===== config.mk =====
export PLATFORM = sky130hd
export DESIGN_NAME = sdram_burst_colgen
export DESIGN_NICKNAME = d
export VERILOG_FILES = /design/src/rtl/sbc_pkg.sv /design/src/rtl/sbc_cfg_decode.sv /design/src/rtl/sbc_fsm.sv /design/src/rtl/sbc_addr_map.sv /design/src/rtl/sdram_burst_colgen.sv
export SDC_FILE = /design/constraint.sdc
export NUM_CORES = 1
export LEC_CHECK = 0
export BUFFER_PORTS_ARGS = -buffer_cell sky130_fd_sc_hd__buf_2
export CAP_MARGIN = 20
export CORE_MARGIN = 8
export CORE_UTILIZATION = 31
export DETAILED_ROUTE_END_ITERATION = 7
export HOLD_SLACK_MARGIN = 0.12
export SKIP_CTS_REPAIR_TIMING = 1
export SYNTH_ARGS = -nofsm -noshare
export SYNTH_HDL_FRONTEND = slang
export SYNTH_SLANG_ARGS = --single-unit

===== constraint.sdc =====
create_clock -name clk -period 3 [get_ports clk]
set_input_delay 0.9 -clock clk [delete_from_list [all_inputs] [get_ports clk]]
set_output_delay 0.9 -clock clk [all_outputs]
set_load 0.02 [all_outputs]

===== src/rtl/sbc_pkg.sv =====
package sbc_pkg;

    localparam int CODE_W = 3;

    localparam logic [CODE_W-1:0] CODE_PAGE = 3'd7;

    typedef enum logic [1:0] {
        ST_IDLE  = 2'd0,
        ST_FIXED = 2'd1,
        ST_PAGE  = 2'd2
    } sbc_state_e;

endpackage


===== src/rtl/sbc_cfg_decode.sv =====
module sbc_cfg_decode
    import sbc_pkg::*;
#(
    parameter int COL_W       = 9,
    parameter int LEN_LOG_MAX = 3
) (
    input  logic [CODE_W-1:0] code_i,
    output logic [COL_W-1:0]  len_mask_o,
    output logic              page_o
);

    localparam int CODE_LIM = LEN_LOG_MAX;

    int unsigned len_log;

    always_comb begin
        page_o  = 1'b0;
        len_log = 0;
        if (code_i == CODE_PAGE) begin
            page_o = 1'b1;
        end else if (int'(code_i) <= CODE_LIM) begin
            len_log = int'(code_i);
        end else begin
            len_log = 0;
        end
    end

    always_comb begin
        len_mask_o = '0;
        for (int b = 0; b < COL_W; b++) begin
            if (b < int'(len_log)) len_mask_o[b] = 1'b1;
        end
    end

endmodule


===== src/rtl/sbc_fsm.sv =====
module sbc_fsm
    import sbc_pkg::*;
#(
    parameter int COL_W = 9
) (
    input  logic             clk,
    input  logic             rst_n,
    input  logic             start_i,
    input  logic             term_i,
    input  logic [COL_W-1:0] start_col_i,
    input  logic [COL_W-1:0] len_mask_i,
    input  logic             page_i,
    input  logic             ilv_i,
    output sbc_state_e       state_o,
    output logic [COL_W-1:0] base_o,
    output logic [COL_W-1:0] mask_o,
    output logic             ilv_o,
    output logic [COL_W-1:0] cnt_o,
    output logic             busy_o,
    output logic             last_o
);

    sbc_state_e state_q, state_nx;
    logic [COL_W-1:0] base_q, mask_q, cnt_q;
    logic             ilv_q;
    logic             final_beat;

    assign final_beat = (state_q == ST_FIXED) && (cnt_q == mask_q);

    // state register
    always_ff @(posedge clk or negedge rst_n) begin
        if (!rst_n) state_q <= ST_IDLE;
        else        state_q <= state_nx;
    end

    // transitions
    always_comb begin
        state_nx = state_q;
        unique case (state_q)
            ST_IDLE: begin
                if (start_i) state_nx = page_i ? ST_PAGE : ST_FIXED; // T_START
            end
            ST_FIXED: begin
                if (start_i)         state_nx = page_i ? ST_PAGE : ST_FIXED; // T_RESTART
                else if (term_i)     state_nx = ST_IDLE;                     // T_STOP
                else if (final_beat) state_nx = ST_IDLE;                     // T_DONE
            end
            ST_PAGE: begin
                if (start_i)     state_nx = page_i ? ST_PAGE : ST_FIXED;     // T_RESTART
                else if (term_i) state_nx = ST_IDLE;                         // T_STOP
            end
            default: state_nx = ST_IDLE;
        endcase
    end

    // burst context and beat counter
    always_ff @(posedge clk or negedge rst_n) begin
        if (!rst_n) begin
            base_q <= '0;
            mask_q <= '0;
            ilv_q  <= 1'b0;
            cnt_q  <= '0;
        end else if (start_i) begin
            base_q <= start_col_i;
            mask_q <= len_mask_i;
            ilv_q  <= ilv_i;
            cnt_q  <= '0;
        end else if (state_q != ST_IDLE) begin
            cnt_q  <= cnt_q + 1'b1;
        end
    end

    // outputs
    always_comb begin
        state_o = state_q;
        base_o  = base_q;
        mask_o  = mask_q;
        ilv_o   = ilv_q;
        cnt_o   = cnt_q;
        busy_o  = (state_q != ST_IDLE);
        last_o  = final_beat;
    end

endmodule


===== src/rtl/sbc_addr_map.sv =====
module sbc_addr_map
    import sbc_pkg::*;
#(
    parameter int COL_W = 9
) (
    input  sbc_state_e       state_i,
    input  logic [COL_W-1:0] base_i,
    input  logic [COL_W-1:0] mask_i,
    input  logic             ilv_i,
    input  logic [COL_W-1:0] cnt_i,
    output logic [COL_W-1:0] col_o
);

    logic [COL_W-1:0] linear;

    assign linear = base_i + cnt_i;

    always_comb begin
        unique case (state_i)
            ST_PAGE:  col_o = linear;
            ST_FIXED: col_o = ilv_i ? (base_i ^ (cnt_i & mask_i))
                                    : ((base_i & ~mask_i) | (linear & mask_i));
            default:  col_o = '0;
        endcase
    end

endmodule


===== src/rtl/sdram_burst_colgen.sv =====
module sdram_burst_colgen
    import sbc_pkg::*;
#(
    parameter int COL_W       = 9,
    parameter int LEN_LOG_MAX = 3
) (
    input  logic              clk,
    input  logic              rst_n,
    input  logic              start_i,
    input  logic [COL_W-1:0]  start_col_i,
    input  logic [CODE_W-1:0] bl_code_i,
    input  logic              wrap_ilv_i,
    input  logic              term_i,
    output logic [COL_W-1:0]  col_o,
    output logic              busy_o,
    output logic              last_o
);

    logic [COL_W-1:0] len_mask, base, mask, cnt;
    logic             page, ilv;
    sbc_state_e       state;

    sbc_cfg_decode #(.COL_W(COL_W), .LEN_LOG_MAX(LEN_LOG_MAX)) u_decode (
        .code_i     (bl_code_i),
        .len_mask_o (len_mask),
        .page_o     (page)
    );

    sbc_fsm #(.COL_W(COL_W)) u_fsm (
        .clk         (clk),
        .rst_n       (rst_n),
        .start_i     (start_i),
        .term_i      (term_i),
        .start_col_i (start_col_i),
        .len_mask_i  (len_mask),
        .page_i      (page),
        .ilv_i       (wrap_ilv_i),
        .state_o     (state),
        .base_o      (base),
        .mask_o      (mask),
        .ilv_o       (ilv),
        .cnt_o       (cnt),
        .busy_o      (busy_o),
        .last_o      (last_o)
    );

    sbc_addr_map #(.COL_W(COL_W)) u_map (
        .state_i (state),
        .base_i  (base),
        .mask_i  (mask),
        .ilv_i   (ilv),
        .cnt_i   (cnt),
        .col_o   (col_o)
    );

endmodule


==> impl_metrics.py, run 1 <==
metrics = {
    "placement": {
        "gp_congestion": 0.786,
        "dpl-instance-area_um2": 2400,
        "portBuffers": 27,
        "post-dp-hpwl_mm": 4.05,
    },
    "synthesis": {
        "yosysUniqueCellTypes": 51,
        "synth-main-ff-cell": "dfrtp_1",
        "syn_inst": 222,
        "synth_edf_count": 0,
        "ys_seq_area_frac": 0.333,
        "ys_warn_count": 0,
        "netlist_area_um2": 2100,
        "syn_nets": 260,
        "synth_area_per_cell_um2": 9.47,
        "async_flop_share": 1.00,
        "ys_ff_latch": 28,
    },
    "pwr": {
        "pwr-share-clk": 0.163,
        "ir_drop_mv": 0.171,
        "p_total_w": 0.00127,
        "p_leak_nw": 1.21,
        "seqPwrFrac": 0.347,
        "power.density_nw_per_um2": 502,
        "power.internal_w": 0.000779,
        "pwr-share-comb": 0.489,
        "power.net_switching_w": 0.000493,
        "switching_share": 0.388,
    },
    "routing": {
        "drc": 0,
        "postRouteAntennaNets": 0,
        "first_pass_iters": 4,
        "drt_iter0_markers": 91,
        "wl_per_cell_um": 15.0,
        "vias": 1745,
        "viasPerCell": 5.04,
        "routed_wl_mm": 5.20,
    },
    "worst_setup_path": {
        "r2r_slack_ns": 0.84,
        "path_cells": "ha_2, inv_2, fa_2, nor2b_4, o31a_4, o21ai_2, a2111o_1, o311ai_2, buf_4",
        "cp_max_fo": 3,
        "worstReg2RegEnd": "u_fsm.state_o[1]$_DFFE_PN0P_",
        "cp_slowest_cell": "fa_2",
        "crit_type": "reg2out",
        "rr_worst_depth": 8,
        "r2r_start": "u_fsm.cnt_o[0]$_DFFE_PN0P_",
        "crit_buf_inv": 2,
        "path_delay_family": "compound AO/OA/AOI/OAI gates",
        "cp-startpoint": "u_fsm.base_o[0]$_DFFE_PN0P_",
        "required_ns": 2.10,
        "worstSetupEndpointType": "primary output",
        "arrival_ns": 2.23,
        "cpPeakStageDelay_ns": 0.38,
        "crit_path_start_kind": "flip-flop",
    },
    "sta": {
        "relSlewSlack": 0.571,
        "max_clock_freq_mhz": 320,
        "drv_slew": 0,
        "setup_ws_ns": -0.125,
        "worstMarginPinSlew_ns": 0.644,
        "post-route-period-util": 1.04,
        "setup_viol": 3,
        "fin_crit_ns": 3.13,
        "fin_worst_skew_ns": 0.00510,
        "rsz0062_at_grt": "true",
        "final_hold_viol_count": 0,
    },
    "flow_run": {
        "maxCapViolCount": 0,
    },
    "die": {
        "dieArea_um2": 9670,
        "dieHeight_um": 98.3,
        "initial_core_util": 0.315,
        "ioPinCount": 28,
        "core-area_um2": 6680,
        "num_rows": 30,
        "die_w_um": 98.3,
    },
    "clock_tree": {
        "clkTransAtPathRegs_ns": 0.10,
        "clock_latency_ns": 0.27,
        "cts_num_sinks": 28,
        "htreeDepth": 1,
        "root_buffer": "clkbuf_8",
        "cts_tree": "yes",
        "cts_buffer_depth": 2,
        "cts_buffers": 3,
    },
    "status": {
        "violations": "negative setup slack",
        "status": "complete, but fails checks",
    },
    "hold_path": {
        "hold_depth": 1,
        "hp-class": "reg2reg",
        "hold_path_end": "u_fsm.state_o[0]$_DFFE_PN0P_",
        "hold_path.startpoint": "u_fsm.state_o[0]$_DFFE_PN0P_",
    },
    "final_layout": {
        "final_cell_area_um2": 2530,
        "mostFrequentLayoutCell": "dfrtp_1",
        "layout-drive-gt1-share": 0.301,
        "final_cell_mix": "dfrtp_1, buf_4, nand2_1, buf_2, ha_1",
        "num_antenna_cells": 0,
        "final_nets": 306,
        "area_growth_pct": 20.5,
        "utilization": 0.379,
    },
    "global_route": {
        "grt_max_degree": 29,
        "grt_pass1_wl_mm": 8.66,
        "gr-total-overflow": 0,
        "gr-usage-all-layers": 0.110,
        "antenna_found_initial": 0,
        "grt_pass1_vias": 1830,
    },
}
==> worst reg2reg max path: cells and delay by family, from the launching register on <==
kind,cells,cell delay (ns)
AOI/OAI and AO/OA,3,0.60
adders and majority gates,1,0.29
buffers and inverters,2,0.28
DFF,1,0.40
and+or+nand+nor,2,0.49
==> cells by family after synthesis <==
family / share of synthesized area
XOR/XNOR: 0.0542
adder cells (fa/ha/maj): 0.129
buffers and inverters: 0.0470
AND/OR/NAND/NOR: 0.174
multiplexers: 0.0673
AO/OA/AOI/OAI: 0.195
flip-flops: 0.333
==> layout make-up <==
cell class,instances,area [um2]
repair buffers,47,302
inverters,15,56.3
multi-input cells,173,1330
flip-flops and latches,28,701
well taps,80,100
fillers,664,4150
clock buffers,3,41.3
==> power by group through the flow <==
stage | clock network [W] | logic [W] | registers [W]
global placement | 0 | 0.000573 | 0.000448
finish | 0.000208 | 0.000623 | 0.000442
detailed placement | 0 | 0.000579 | 0.000450
floorplan | 0 | 0.000390 | 0.000450
global route | 0.000227 | 0.000681 | 0.000447
CTS | 0.000214 | 0.000583 | 0.000442
==> metal layers <==
layer,routed length [um],GRT usage
met1,2430,0.136
met2,2550,0.190
met3,183,0.0213
met4,37,0.0283
met5,0,0
==> worst max path at each step <==
stage | depth (start not counted) | endpoint | slack, ns
2_1_floorplan | 7 | col_o[2] | 0.17
3_3_place_gp | 9 | col_o[6] | 0.08
3_5_place_dp | 9 | col_o[6] | 0.04
4_1_cts | 9 | col_o[6] | -0.27
5_1_grt | 9 | col_o[6] | -0.22
6_report | 9 | col_o[6] | -0.13
==> metrics by stage <==
step / hold WS (ns) / setup TNS, ns / worst slack [ns] / std cells
6_report: 0.564 / -0.205 / -0.125 / 346
5_1_grt: 0.584 / -0.721 / -0.216 / 346
4_1_cts: 0.571 / -0.468 / -0.271 / 340
3_5_place_dp: 0.549 / 0 / 0.0422 / 337
3_3_place_gp: 0.532 / 0 / 0.0758 / 337
2_1_floorplan: 0.506 / 0 / 0.172 / 222
==> cells in the mapped netlist, drive strengths merged, types with 6 or more instances <==
library cell | number | area [um2]
xnor2 | 7 | 61.3
nor2b | 7 | 53.8
xor2 | 6 | 52.6
inv | 15 | 56.3
nand3 | 7 | 35.0
o21ai | 11 | 58.8
nand2 | 22 | 82.6
dfrtp | 28 | 701
ha | 20 | 250
nor2 | 15 | 56.3
mux2 | 9 | 101
a21oi | 11 | 55.1
==> sequential cells by signal, indices dropped and copies added (netlist names) <==
register       flops
u_fsm.ilv_o        1
u_fsm.base_o       9
u_fsm.state_o      2
u_fsm.mask_o       7
u_fsm.cnt_o        9
Note: power is estimated with default switching activity, not from simulation.
==> run 2, diff against run 1 <==
==> constraint.sdc (replaced) <==
create_clock -name clk -period 2.7 [get_ports clk]
set_input_delay 0.81 -clock clk [delete_from_list [all_inputs] [get_ports clk]]
set_output_delay 0.81 -clock clk [all_outputs]
set_load 0.02 [all_outputs]
==> impl_metrics.py, run 2 (synthesized netlist as in run 1, its figures left out) <==
metrics = {
    "status": {
        "status": "complete, but fails checks",
        "violations": "negative setup slack",
    },
    "final_layout": {
        "fill_cells": 684,
        "num_antenna_cells": 0,
        "ff_latch_area_um2": 701,
        "final_nets": 312,
        "final_cell_mix": "buf_4, dfrtp_1, nand2_1",
        "utilization": 0.402,
        "final_cell_area_um2": 2680,
        "multi_input_area_um2": 1400,
        "layout-drive-gt1-share": 0.337,
        "area_growth_pct": 27.7,
        "mostFrequentLayoutCell": "buf_4",
    },
    "pwr": {
        "pwr-share-clk": 0.169,
        "pwr-share-comb": 0.507,
        "p_leak_nw": 1.26,
        "power.internal_w": 0.000943,
        "power.density_nw_per_um2": 563,
        "power.net_switching_w": 0.000569,
        "seqPwrFrac": 0.323,
        "switching_share": 0.376,
        "ir_drop_mv": 0.267,
    },
    "clock_tree": {
        "cts_num_sinks": 28,
        "clock_latency_ns": 0.27,
        "root_buffer": "clkbuf_8",
        "cts_tree": "yes",
        "htreeDepth": 1,
        "cts_buffer_depth": 2,
        "clkTransAtPathRegs_ns": 0.10,
        "cts_buffers": 3,
    },
    "sta": {
        "worstMarginPinSlew_ns": 0.631,
        "rsz0062_at_grt": "true",
        "fin_worst_skew_ns": 0.00732,
        "setup_viol": 8,
        "drv_slew": 0,
        "final_hold_viol_count": 0,
        "relSlewSlack": 0.579,
        "fin_crit_ns": 3.05,
        "max_clock_freq_mhz": 328,
        "setup_ws_ns": -0.346,
        "post-route-period-util": 1.13,
    },
    "worst_setup_path": {
        "arrival_ns": 2.24,
        "cp-startpoint": "u_fsm.base_o[0]$_DFFE_PN0P_",
        "cpPeakStageDelay_ns": 0.38,
        "critPathCapture": "col_o[6]",
        "rr_worst_depth": 8,
        "required_ns": 1.89,
        "worstReg2RegEnd": "u_fsm.state_o[1]$_DFFE_PN0P_",
        "worstSetupEndpointType": "primary output",
        "cp_max_fo": 2,
        "path_cells": "ha_2, inv_2, fa_2, nor2b_4, o31a_4, o21ai_2, a2111o_1, o311ai_2, buf_4",
        "cp_slowest_cell": "fa_2",
        "r2r_start": "u_fsm.cnt_o[1]$_DFFE_PN0P_",
        "crit_path_start_kind": "flip-flop",
        "r2r_slack_ns": 0.65,
        "crit_type": "reg2out",
    },
    "placement": {
        "dpl-instance-area_um2": 2470,
        "gp_congestion": 0.798,
        "portBuffers": 27,
        "post-dp-hpwl_mm": 4.18,
    },
    "routing": {
        "drt_iter0_markers": 54,
        "first_pass_iters": 4,
        "drc": 0,
        "vias": 1768,
        "postRouteAntennaNets": 0,
        "routed_wl_mm": 5.27,
        "viasPerCell": 5.01,
        "wl_per_cell_um": 14.9,
    },
    "die": {
        "ioPinCount": 28,
        "num_rows": 30,
        "dieHeight_um": 98.3,
        "core-area_um2": 6680,
        "initial_core_util": 0.315,
        "die_w_um": 98.3,
        "dieArea_um2": 9670,
    },
    "global_route": {
        "antenna_found_initial": 0,
        "grt_pass1_vias": 1826,
        "gr-total-overflow": 0,
        "grt_pass1_wl_mm": 8.69,
        "gr-usage-all-layers": 0.110,
        "grt_max_degree": 29,
    },
    "flow_run": {
        "maxCapViolCount": 0,
    },
    "hold_path": {
        "hp-class": "in2async",
    },
}
-- run 2: power by group through the flow --
stage	combinational, W	sequential, W	clock [W]
2_1_floorplan	0.000439	0.000500	0
3_3_place_gp	0.000658	0.000494	0
3_5_place_dp	0.000660	0.000496	0
4_1_cts	0.000665	0.000488	0.000268
5_1_grt	0.000844	0.000494	0.000283
6_report	0.000767	0.000489	0.000256
-- run 2: how the worst min path moves through the flow --
stage | to | slack, ns | cells past startpoint
floorplan | u_fsm.base_o[0]$_DFFE_PN0P_ | 0.51 | 0
global placement | u_fsm.state_o[0]$_DFFE_PN0P_ | 0.53 | 1
detailed placement | u_fsm.state_o[0]$_DFFE_PN0P_ | 0.54 | 1
CTS | u_fsm.state_o[0]$_DFFE_PN0P_ | 0.56 | 1
global route | u_fsm.state_o[0]$_DFFE_PN0P_ | 0.58 | 1
finish | u_fsm.state_o[0]$_DFFE_PN0P_ | 0.54 | 1
-- run 2: cell type report --
class | count | share of cell area
Clock buffer | 4 | 0.0205
Inverter | 15 | 0.0210
Sequential cell | 28 | 0.261
Timing Repair Buffer | 53 | 0.138
Tap cell | 80 | 0.0373
Multi-Input combinational cell | 173 | 0.523
-- run 2: per-layer routing --
metal / global-route usage / vias up / share of wire
met5: 0 / - / 0
met3: 0.0213 / 2 / 0.024
met2: 0.180 / 13 / 0.48
met1: 0.144 / 860 / 0.49
met4: 0.0283 / 0 / 0.0055
li1: - / 893 / -
-- run 2: per-stage QoR --
stage                     cells  total power (W)  setup TNS, ns  hold WS, ns  setup slack (ns)
after global routing        353          0.00162          -2.46        0.585            -0.426
after global placement      346          0.00115        -0.0487        0.533           -0.0487
after detailed placement    346          0.00116        -0.0748        0.541           -0.0748
after floorplan             222         0.000939              0        0.506            0.0231
after CTS                   350          0.00142          -1.83        0.564            -0.390
final                       353          0.00151          -1.65        0.545            -0.346
-- run 2: worst max-delay path: cells and delay by family (launching register included) --
kind / cells / cell delay (ns)
AOI/OAI and AO/OA: 4 / 0.65
adders and majority gates: 2 / 0.58
buffers and inverters: 2 / 0.23
and+or+nand+nor: 1 / 0.13
DFF: 1 / 0.37
